[src/rtl/mdio_pkg.sv]
package mdio_pkg;
  localparam int unsigned FRAME_BITS = 64;
  localparam int unsigned PRE_BITS   = 32;
  localparam int unsigned TA_POS     = 46;
  localparam int unsigned DATA_POS   = 48;
  localparam int unsigned IDX_W      = $clog2(FRAME_BITS);
  localparam int unsigned CMD_WR     = 14;
  localparam int unsigned CMD_RD     = 13;
  localparam logic ADDR_CMD   = 1'b0;
  localparam logic ADDR_WDATA = 1'b1;

  typedef logic [FRAME_BITS-1:0] frame_t;

  function automatic frame_t build_frame(input logic is_wr, input logic [4:0] phy,
                                         input logic [4:0] regn, input logic [15:0] wd);
    logic [1:0] opc;
    logic [1:0] ta;
    opc = is_wr ? 2'b01 : 2'b10;
    ta  = is_wr ? 2'b10 : 2'b11;
    return {{PRE_BITS{1'b1}}, 2'b01, opc, phy, regn, ta, wd};
  endfunction
endpackage

[src/rtl/mdio_clkgen.sv]
module mdio_clkgen #(
  parameter int unsigned HALF = 4
) (
  input  logic clk_i,
  input  logic rst_ni,
  input  logic start_i,
  input  logic run_i,
  output logic mdc_o,
  output logic rise_o,
  output logic fall_o
);
  localparam int unsigned CW = (HALF > 1) ? $clog2(HALF) : 1;
  localparam logic [CW-1:0] CNT_LAST = CW'(HALF - 1);

  logic [CW-1:0] cnt_q;
  logic          mdc_q;
  logic          tick;

  assign tick = run_i && (cnt_q == CNT_LAST);

  always_ff @(posedge clk_i or negedge rst_ni) begin
    if (!rst_ni) begin
      cnt_q <= '0;
      mdc_q <= 1'b0;
    end else if (start_i || !run_i) begin
      cnt_q <= '0;
      mdc_q <= 1'b0;
    end else if (tick) begin
      cnt_q <= '0;
      mdc_q <= ~mdc_q;
    end else begin
      cnt_q <= cnt_q + 1'b1;
    end
  end

  assign mdc_o  = mdc_q;
  assign rise_o = tick && !mdc_q;
  assign fall_o = tick && mdc_q;


  mdc_phase_chk: assert property (@(posedge clk_i) disable iff (!rst_ni)
    (rise_o || fall_o) |=> (mdc_o != $past(mdc_o)));
endmodule

[src/rtl/mdio_seq.sv]
module mdio_seq
  import mdio_pkg::*;
(
  input  logic        clk_i,
  input  logic        rst_ni,
  input  logic        start_i,
  input  logic        is_wr_i,
  input  logic [4:0]  phy_i,
  input  logic [4:0]  reg_i,
  input  logic [15:0] wdata_i,
  input  logic        rise_i,
  input  logic        fall_i,
  input  logic        mdio_i,
  output logic        active_o,
  output logic        done_o,
  output logic        mdio_o,
  output logic        mdio_oe_o,
  output logic [15:0] rdata_o
);
  localparam logic [IDX_W-1:0] LAST = IDX_W'(FRAME_BITS - 1);

  logic             active_q;
  logic             wr_q;
  logic [IDX_W-1:0] idx_q;
  frame_t           sr_q;
  logic [15:0]      rd_sr_q;

  assign done_o = active_q && fall_i && (idx_q == LAST);

  always_ff @(posedge clk_i or negedge rst_ni) begin
    if (!rst_ni) begin
      active_q <= 1'b0;
      wr_q     <= 1'b0;
      idx_q    <= '0;
      sr_q     <= '1;
      rd_sr_q  <= '0;
    end else if (start_i) begin
      active_q <= 1'b1;
      wr_q     <= is_wr_i;
      idx_q    <= '0;
      sr_q     <= build_frame(is_wr_i, phy_i, reg_i, wdata_i);
    end else if (active_q) begin
      if (rise_i && !wr_q && (idx_q >= IDX_W'(DATA_POS)))
        rd_sr_q <= {rd_sr_q[14:0], mdio_i};
      if (fall_i) begin
        if (idx_q == LAST) begin
          active_q <= 1'b0;
          sr_q     <= '1;
        end else begin
          idx_q <= idx_q + 1'b1;
          sr_q  <= {sr_q[FRAME_BITS-2:0], 1'b1};
        end
      end
    end
  end

  assign active_o  = active_q;
  assign mdio_o    = active_q ? sr_q[FRAME_BITS-1] : 1'b1;
  assign mdio_oe_o = active_q && (wr_q || (idx_q < IDX_W'(TA_POS)));
  assign rdata_o   = rd_sr_q;


  frame_len_chk: assert property (@(posedge clk_i) disable iff (!rst_ni)
    done_o |=> !active_o);
endmodule

[src/rtl/mdio_cmd_engine.sv]
module mdio_cmd_engine
  import mdio_pkg::*;
#(
  parameter int unsigned MDC_HALF = 4
) (
  input  logic        clk_i,
  input  logic        rst_ni,
  input  logic        reg_we_i,
  input  logic        reg_addr_i,
  input  logic [15:0] reg_wdata_i,
  output logic [15:0] cmd_o,
  output logic [15:0] rdata_o,
  output logic        mdc_o,
  output logic        mdio_o,
  output logic        mdio_oe_o,
  input  logic        mdio_i
);
  localparam int unsigned FRAME_CYC = 2 * FRAME_BITS * MDC_HALF;
  localparam int unsigned BCW       = $clog2(FRAME_CYC + 1) + 1;

  logic [15:0] cmd_q, wdata_q, rdata_q;
  logic        busy, cmd_we, start, op_req, done, seq_active, rise, fall;
  logic [15:0] seq_rdata;

  assign busy   = cmd_q[CMD_WR] | cmd_q[CMD_RD];
  assign cmd_we = reg_we_i && (reg_addr_i == ADDR_CMD);
  assign op_req = reg_wdata_i[CMD_WR] | reg_wdata_i[CMD_RD];
  assign start  = cmd_we && !busy && op_req;

  always_ff @(posedge clk_i or negedge rst_ni) begin
    if (!rst_ni) begin
      cmd_q   <= '0;
      wdata_q <= '0;
      rdata_q <= '0;
    end else begin
      if (reg_we_i && (reg_addr_i == ADDR_WDATA))
        wdata_q <= reg_wdata_i;
      if (cmd_we && !busy) begin
        cmd_q <= reg_wdata_i;
      end else if (done) begin
        cmd_q[CMD_WR] <= 1'b0;
        cmd_q[CMD_RD] <= 1'b0;
        if (!cmd_q[CMD_WR]) rdata_q <= seq_rdata;
      end
    end
  end

  mdio_clkgen #(.HALF(MDC_HALF)) u_clkgen (
    .clk_i   (clk_i),
    .rst_ni  (rst_ni),
    .start_i (start),
    .run_i   (seq_active),
    .mdc_o   (mdc_o),
    .rise_o  (rise),
    .fall_o  (fall)
  );

  mdio_seq u_seq (
    .clk_i     (clk_i),
    .rst_ni    (rst_ni),
    .start_i   (start),
    .is_wr_i   (reg_wdata_i[CMD_WR]),
    .phy_i     (reg_wdata_i[12:8]),
    .reg_i     (reg_wdata_i[4:0]),
    .wdata_i   (wdata_q),
    .rise_i    (rise),
    .fall_i    (fall),
    .mdio_i    (mdio_i),
    .active_o  (seq_active),
    .done_o    (done),
    .mdio_o    (mdio_o),
    .mdio_oe_o (mdio_oe_o),
    .rdata_o   (seq_rdata)
  );

  assign cmd_o   = cmd_q;
  assign rdata_o = rdata_q;

  logic [BCW-1:0] busy_cnt_q;
  always_ff @(posedge clk_i or negedge rst_ni) begin
    if (!rst_ni)   busy_cnt_q <= '0;
    else if (busy) busy_cnt_q <= busy_cnt_q + 1'b1;
    else           busy_cnt_q <= '0;
  end


  busy_sync_chk: assert property (@(posedge clk_i) disable iff (!rst_ni)
    busy == seq_active);

  busy_len_chk: assert property (@(posedge clk_i) disable iff (!rst_ni)
    busy |-> (busy_cnt_q < BCW'(FRAME_CYC)));

  mdc_idle_chk: assert property (@(posedge clk_i) disable iff (!rst_ni)
    !busy |-> !mdc_o);

  mdio_hold_chk: assert property (@(posedge clk_i) disable iff (!rst_ni)
    (mdc_o && $past(mdc_o)) |-> $stable(mdio_o));

  cmd_ignore_chk: assert property (@(posedge clk_i) disable iff (!rst_ni)
    (cmd_we && busy && !done) |=> (cmd_o == $past(cmd_o)));

  noop_chk: assert property (@(posedge clk_i) disable iff (!rst_ni)
    (cmd_we && !busy && !op_req) |=> !busy);
endmodule

[config.mk]
export PLATFORM = sky130hd
export DESIGN_NAME = mdio_cmd_engine
export DESIGN_NICKNAME = d
export VERILOG_FILES = /design/src/rtl/mdio_pkg.sv /design/src/rtl/mdio_clkgen.sv /design/src/rtl/mdio_seq.sv /design/src/rtl/mdio_cmd_engine.sv
export SDC_FILE = /design/constraint.sdc
export NUM_CORES = 1
export LEC_CHECK = 0
export BUFFER_PORTS_ARGS = -buffer_cell sky130_fd_sc_hd__buf_2
export CORE_MARGIN = 2
export CORE_UTILIZATION = 31
export CTS_CLUSTER_SIZE = 14
export DETAILED_ROUTE_END_ITERATION = 10
export GPL_ROUTABILITY_DRIVEN = 0
export HOLD_SLACK_MARGIN = 0.12
export PLACE_DENSITY = 0.56
export SLEW_MARGIN = 20
export SYNTH_ARGS = -nofsm -noshare
export SYNTH_HDL_FRONTEND = slang
export SYNTH_SLANG_ARGS = --single-unit
[constraint.sdc]
create_clock -name clk_i -period 2.3 [get_ports clk_i]
set_clock_uncertainty 0.05 [all_clocks]
set_input_delay 0.23 -clock clk_i [delete_from_list [all_inputs] [get_ports clk_i]]
set_output_delay 0.23 -clock clk_i [all_outputs]
set_load 0.005 [all_outputs]
### Word-level counts from Yosys, hierarchy flattened

Cells that the tools add are included.

* flip-flop bits (word level): 139
* input bits: 21
* output and inout port bits: 35
* word-level logic and storage cells: 72

* add/sub/neg operators: 2
* order comparisons: 2
* eq/ne operators: 3
* mux-type cells: 21
* bitwise operators: 7
* reductions and logical operators: 26

Operators with widths (count)
* $mux 64: 4
* $mux 6: 4
* $logic_and 1x1->1: 12
* $mux 2: 5
* $reduce_and 3->1: 3
* $mux 1: 8
* $reduce_bool 2->1: 4
* $add 6x1->6 const B: 1
* $eq 6x6->1 const B: 1
* $ge 6x6->1 const B: 1
* $lt 6x6->1 const B: 1
* $not 1->1: 5
* $logic_not 1->1: 4
* $add 2x1->2 const B: 1
* $eq 2x2->1 const B: 1
* $logic_or 1x1->1: 2
* $ne 2x2->1 const B: 1
* $or 1x1->1: 2
* $reduce_and 2->1: 1

### Depth between registers and ports, before layout

* depth after elaboration: 7
* depth in mapped cells: 7
* mapped depth without buffers: 5

### By module

From an unflattened synthesis, not the netlist that was laid out.

* cell total of the unflattened synthesis: 511
* area total of the unflattened synthesis: 6087.1 um^2

Modules (own cells, without submodules)
* mdio_seq: instances 1, cells an instance 389, area each 4083.9 um^2, seq. area each 2282.2 um^2
* mdio_cmd_engine: instances 1, cells an instance 109, area each 1869.3 um^2, seq. area each 1201.2 um^2
* mdio_clkgen: instances 1, cells an instance 13, area each 133.9 um^2, seq. area each 75.1 um^2

### Least setup slack after synthesis

No wires, ideal clock.

* path type: register to register
* start: reg u_seq.idx_q[1]
* end: reg rdata_q[10] (netlist: rdata_o[10])
* library setup time: 0.125 ns
* arrival time: 1.880 ns
* data required time: 2.125 ns
* path slack: 0.245 ns
* stages on the path, launching flop included: 8
* buffers on the path: 2
* period minus slack after synthesis: 2.055 ns
* cell sequence: dfrtp_1 -> ha_1 -> nand3_2 -> nand2b_4 -> or4_4 -> buf_6 -> buf_6 -> mux2_4

* word-level cells in the longest chain between the ends: 3

RTL lines
* from (decl): line mdio_seq.sv:24 `logic [IDX_W-1:0] idx_q;`
* from (signal assigned): line mdio_seq.sv:50 `idx_q <= idx_q + 1'b1;`
* $eq 6x6->1: line mdio_seq.sv:28 `assign done_o = active_q && fall_i && (idx_q == LAST);`
* $logic_and 1x1->1: line mdio_seq.sv:28
* $reduce_and 3->1 (no source line)
* to (signal assigned): line mdio_cmd_engine.sv:43 `if (!cmd_q[CMD_WR]) rdata_q <= seq_rdata;`
* to (decl): line mdio_cmd_engine.sv:21 `logic [15:0] cmd_q, wdata_q, rdata_q;`

No other way between the ends.
A chain may end at the register's enable or synchronous reset.

### Worst setup path in the final report

* start: reg u_seq.idx_q[1]
* end: reg rdata_q[8] (netlist: rdata_o[8])

The elaborated chain is that of the path after synthesis.

==> flow_summary.json <==
{
  "globalRoute.totalOverflow": 0,
  "numPlacedInstances": 776,
  "finalInstanceArea_sq_mm": 0.00721,
  "layout.cells.most_common_list": "75 x sky130_fd_sc_hd__dfrtp_1, 67 x sky130_fd_sc_hd__nor2_1, 66 x sky130_fd_sc_hd__nor3_1",
  "busiest_layer": "met2",
  "crit_path_max_fanout": 16,
  "post-route-util_pct": 38.7,
  "preCtsSetupSlack_ns": 0.182,
  "synth_top_area_share_pct": 31.9,
  "grt_start_max_net_pins": 64,
  "place.port_buffers": 55,
  "postCtsSetupBuffers": 0,
  "row_count": 50,
  "tritoncts.num_buffers": 17,
  "synth.top_cells.by_area": "sky130_fd_sc_hd__dfrtp_1 32%, sky130_fd_sc_hd__dfstp_2 29%, sky130_fd_sc_hd__mux2_2 10%",
  "post-synth-top-area-cell": "sky130_fd_sc_hd__dfrtp_1",
  "synth_seq_area_share_pct": 60.5,
  "clock_tree.htree_level_count": 4,
  "dpl_cell_area_sq_mm": 0.00643,
  "post-route-drc-count": 0,
  "insertion_delay_ns": 0.42,
  "gr-usage-met1_pct": 15.7,
  "finish.net_count": 602,
  "mappedNetlistArea_sq_mm": 0.00588,
  "finalCritPeriodShare_pct": 92.9,
  "grt.met2_usage_pct": 22.0,
  "cts-resized-gates": 0,
  "power.density_cell_area_mw_per_mm2": 783,
  "floorplan.die.width_microns": 142,
  "cts.clk_slew.worst_paths_ns": 0.06,
  "period_needed_ns": 2.14,
  "post_layout_nonfiller_instances": 826,
  "number_of_antenna_violations_at_the_first_check_in_global_routing": 0,
  "tritoncts": "built",
  "worst_path_largest_cell_delay_ns": 0.63,
  "place.detailed.hpwl_microns": 7110,
  "die-height_microns": 142,
  "postSynthCellCount": 514,
  "routed-via-count": 3989,
  "start_util_pct": 31.5,
  "post_synth.cell_area_avg_sq_um": 11.4,
  "critical_path_class": "register to register",
  "relSlewSlack_pct": 55.5,
  "slowest_stage": "sky130_fd_sc_hd__or4_4",
  "clock-sinks": 139,
  "min_path_type": "primary input to register",
  "drt_pass1_iterations": 6,
  "timing.final.ws_setup_ns": 0.163,
  "layout-drive-gt1-share_pct": 39.4,
  "postRouteAntennaNets": 0,
  "first_global_vias": 4324,
  "r2r-end": "rdata_o[8]$_DFFE_PN0P_",
  "reg2regPathDepth": 5,
  "cellLeakagePower_nw": 3.15,
  "setup-tns-final_ns": 0,
  "setup-violations-final": 0,
  "critPathLaunch": "u_seq.idx_q[1]$_DFFE_PN0P_",
  "detail_route.iter0.violations": 229,
  "wl_final_microns": 11700,
  "rsz_0062_raised_after_global_routing": "no",
  "reg2reg_setup_slack_ns": 0.16,
  "final-hold-violation-count": 0,
  "flow.area_growth_from_synthesis_pct": 22.7,
  "critical_path_cell_by_cell": "ha_1 -> nand3_2 -> nand2b_4 -> or4_4 -> mux2_4",
  "element_type_at_the_critical_path_start": "register",
  "core_area_sq_mm": 0.0186,
  "status": "completed",
  "vias_per_cell": 4.83,
  "setup.worst_path.end_class": "register",
  "cap_violations": 0,
  "cp.buffers_inverters": 0,
  "worst_slew_pin_slew_ns": 0.668,
  "grt_util_met3_pct": 4.15,
  "cts.root.buffer_cell": "sky130_fd_sc_hd__clkbuf_16",
  "num_io_pins": 56,
  "asyncSetResetFlopFracSynth_pct": 100,
  "timing.hold.worst.start": "reg_addr_i",
  "timing.rr.start": "u_seq.idx_q[1]$_DFFE_PN0P_",
  "die_area_sq_mm": 0.0201,
  "critical_path.top_delay_family": "simple AND/OR/NAND/NOR gates",
  "synth-edff-count": 0,
  "postCtsHoldBufs": 18,
  "cp.required_ns": 2.55,
  "synth.net_count": 537,
  "data_arrival_time_of_the_worst_path_ns": 2.39,
  "num-fill-cells": 1836,
  "hold-worst-slack_ns": 0.286,
  "timing_max_transition_violations_final": 0,
  "irDropWorstVdd_v": 0.000479,
  "synthesis.yosys.warnings": 0,
  "worst_hold_path.endpoint": "u_seq.idx_q[1]$_DFFE_PN0P_",
  "clock.fmax_mhz": 468,
  "grt_usage_pct": 12.9,
  "synth.ff_latch_count": 139,
  "wl_per_cell_microns": 14.2,
  "cts-root-to-sink-buffers": 2,
  "dominantRegCellSynth": "sky130_fd_sc_hd__dfrtp_1",
  "mostFrequentLayoutCell": "sky130_fd_sc_hd__dfrtp_1",
  "holdPathStages": 4,
  "p_total_mw": 5.65,
  "grt_pass1_wl_microns": 20800,
  "synth_cell_types": 37,
  "num_antenna_cells": 0
}
## where the power goes
group          switching, mW  internal (mW)  leakage (nW)
clock                   1.12           1.64         0.293
combinational          0.156          0.129          1.21
sequential            0.0515           2.55          1.65
## synth_stat cells, types with 2 or more instances
cell,number
sky130_fd_sc_hd__a21o_1,2
sky130_fd_sc_hd__a21oi_1,2
sky130_fd_sc_hd__a31oi_1,2
sky130_fd_sc_hd__and2_1,2
sky130_fd_sc_hd__and3_1,2
sky130_fd_sc_hd__buf_1,2
sky130_fd_sc_hd__buf_2,3
sky130_fd_sc_hd__buf_6,2
sky130_fd_sc_hd__clkbuf_1,30
sky130_fd_sc_hd__dfrtp_1,75
sky130_fd_sc_hd__dfstp_2,64
sky130_fd_sc_hd__ha_1,2
sky130_fd_sc_hd__mux2_2,52
sky130_fd_sc_hd__mux2_4,10
sky130_fd_sc_hd__nand2_1,41
sky130_fd_sc_hd__nand2b_1,2
sky130_fd_sc_hd__nand3_1,2
sky130_fd_sc_hd__nand3_2,2
sky130_fd_sc_hd__nor2_1,68
sky130_fd_sc_hd__nor3_1,66
sky130_fd_sc_hd__o211ai_1,2
sky130_fd_sc_hd__o21a_1,2
sky130_fd_sc_hd__o21ai_0,39
sky130_fd_sc_hd__o31ai_1,25
sky130_fd_sc_hd__xnor2_1,2
sky130_fd_sc_hd__xor2_1,2
## metal layers
layer	wire (microns)	part of all wire, %
met5	0	0
met4	97	0.83
met3	380	3.2
met2	5850	50
met1	5410	46
## how the worst max path moves through the flow
stage / slack (ns) / endpoint / cells after the start
after floorplan: 0.25 / rdata_o[10]$_DFFE_PN0P_ / 7
after global routing: 0.09 / rdata_o[9]$_DFFE_PN0P_ / 5
after CTS: 0.17 / rdata_o[9]$_DFFE_PN0P_ / 5
after global placement: 0.24 / rdata_o[8]$_DFFE_PN0P_ / 5
final: 0.16 / rdata_o[8]$_DFFE_PN0P_ / 5
after detailed placement: 0.18 / rdata_o[9]$_DFFE_PN0P_ / 5
## state kept, by name, indices dropped and copies added (netlist names)
register	cells
cmd_o	16
rdata_o	16
u_clkgen.cnt_q	2
u_clkgen.mdc_o	1
u_seq.active_o	1
u_seq.idx_q	6
u_seq.rdata_o	16
u_seq.sr_q	64
u_seq.wr_q	1
wdata_q	16
## tightest hold or removal path: stages
cell and delay (ns):
sky130_fd_sc_hd__buf_2 0.12, sky130_fd_sc_hd__nor4b_4 0.06, sky130_fd_sc_hd__o21a_2 0.18, sky130_fd_sc_hd__nor2_1 0.11
## cells by family (layout without fill, tap and decap cells)
family                     after synthesis  in the layout  synth area share [%]
DFF                                    139            139                  60.5
AOI/OAI and AO/OA                       77             77                  8.04
buffers and inverters                   37            115                  2.68
adders and majority gates                2              2                 0.425
xor gates and xnor gates                 4              4                 0.596
and+or+nand+nor                        192            192                  15.1
muxes                                   63             63                  12.7
## final cells by class
class	instances	area, sq um	area share, %
repair buffers	83	583	8.08
well taps	234	293	4.06
flip-flops and latches	139	3560	49.3
multi-input cells	338	2180	30.2
clock inverters	15	175	2.43
clock buffers	17	425	5.90
(Power assumes the default switching activity.)
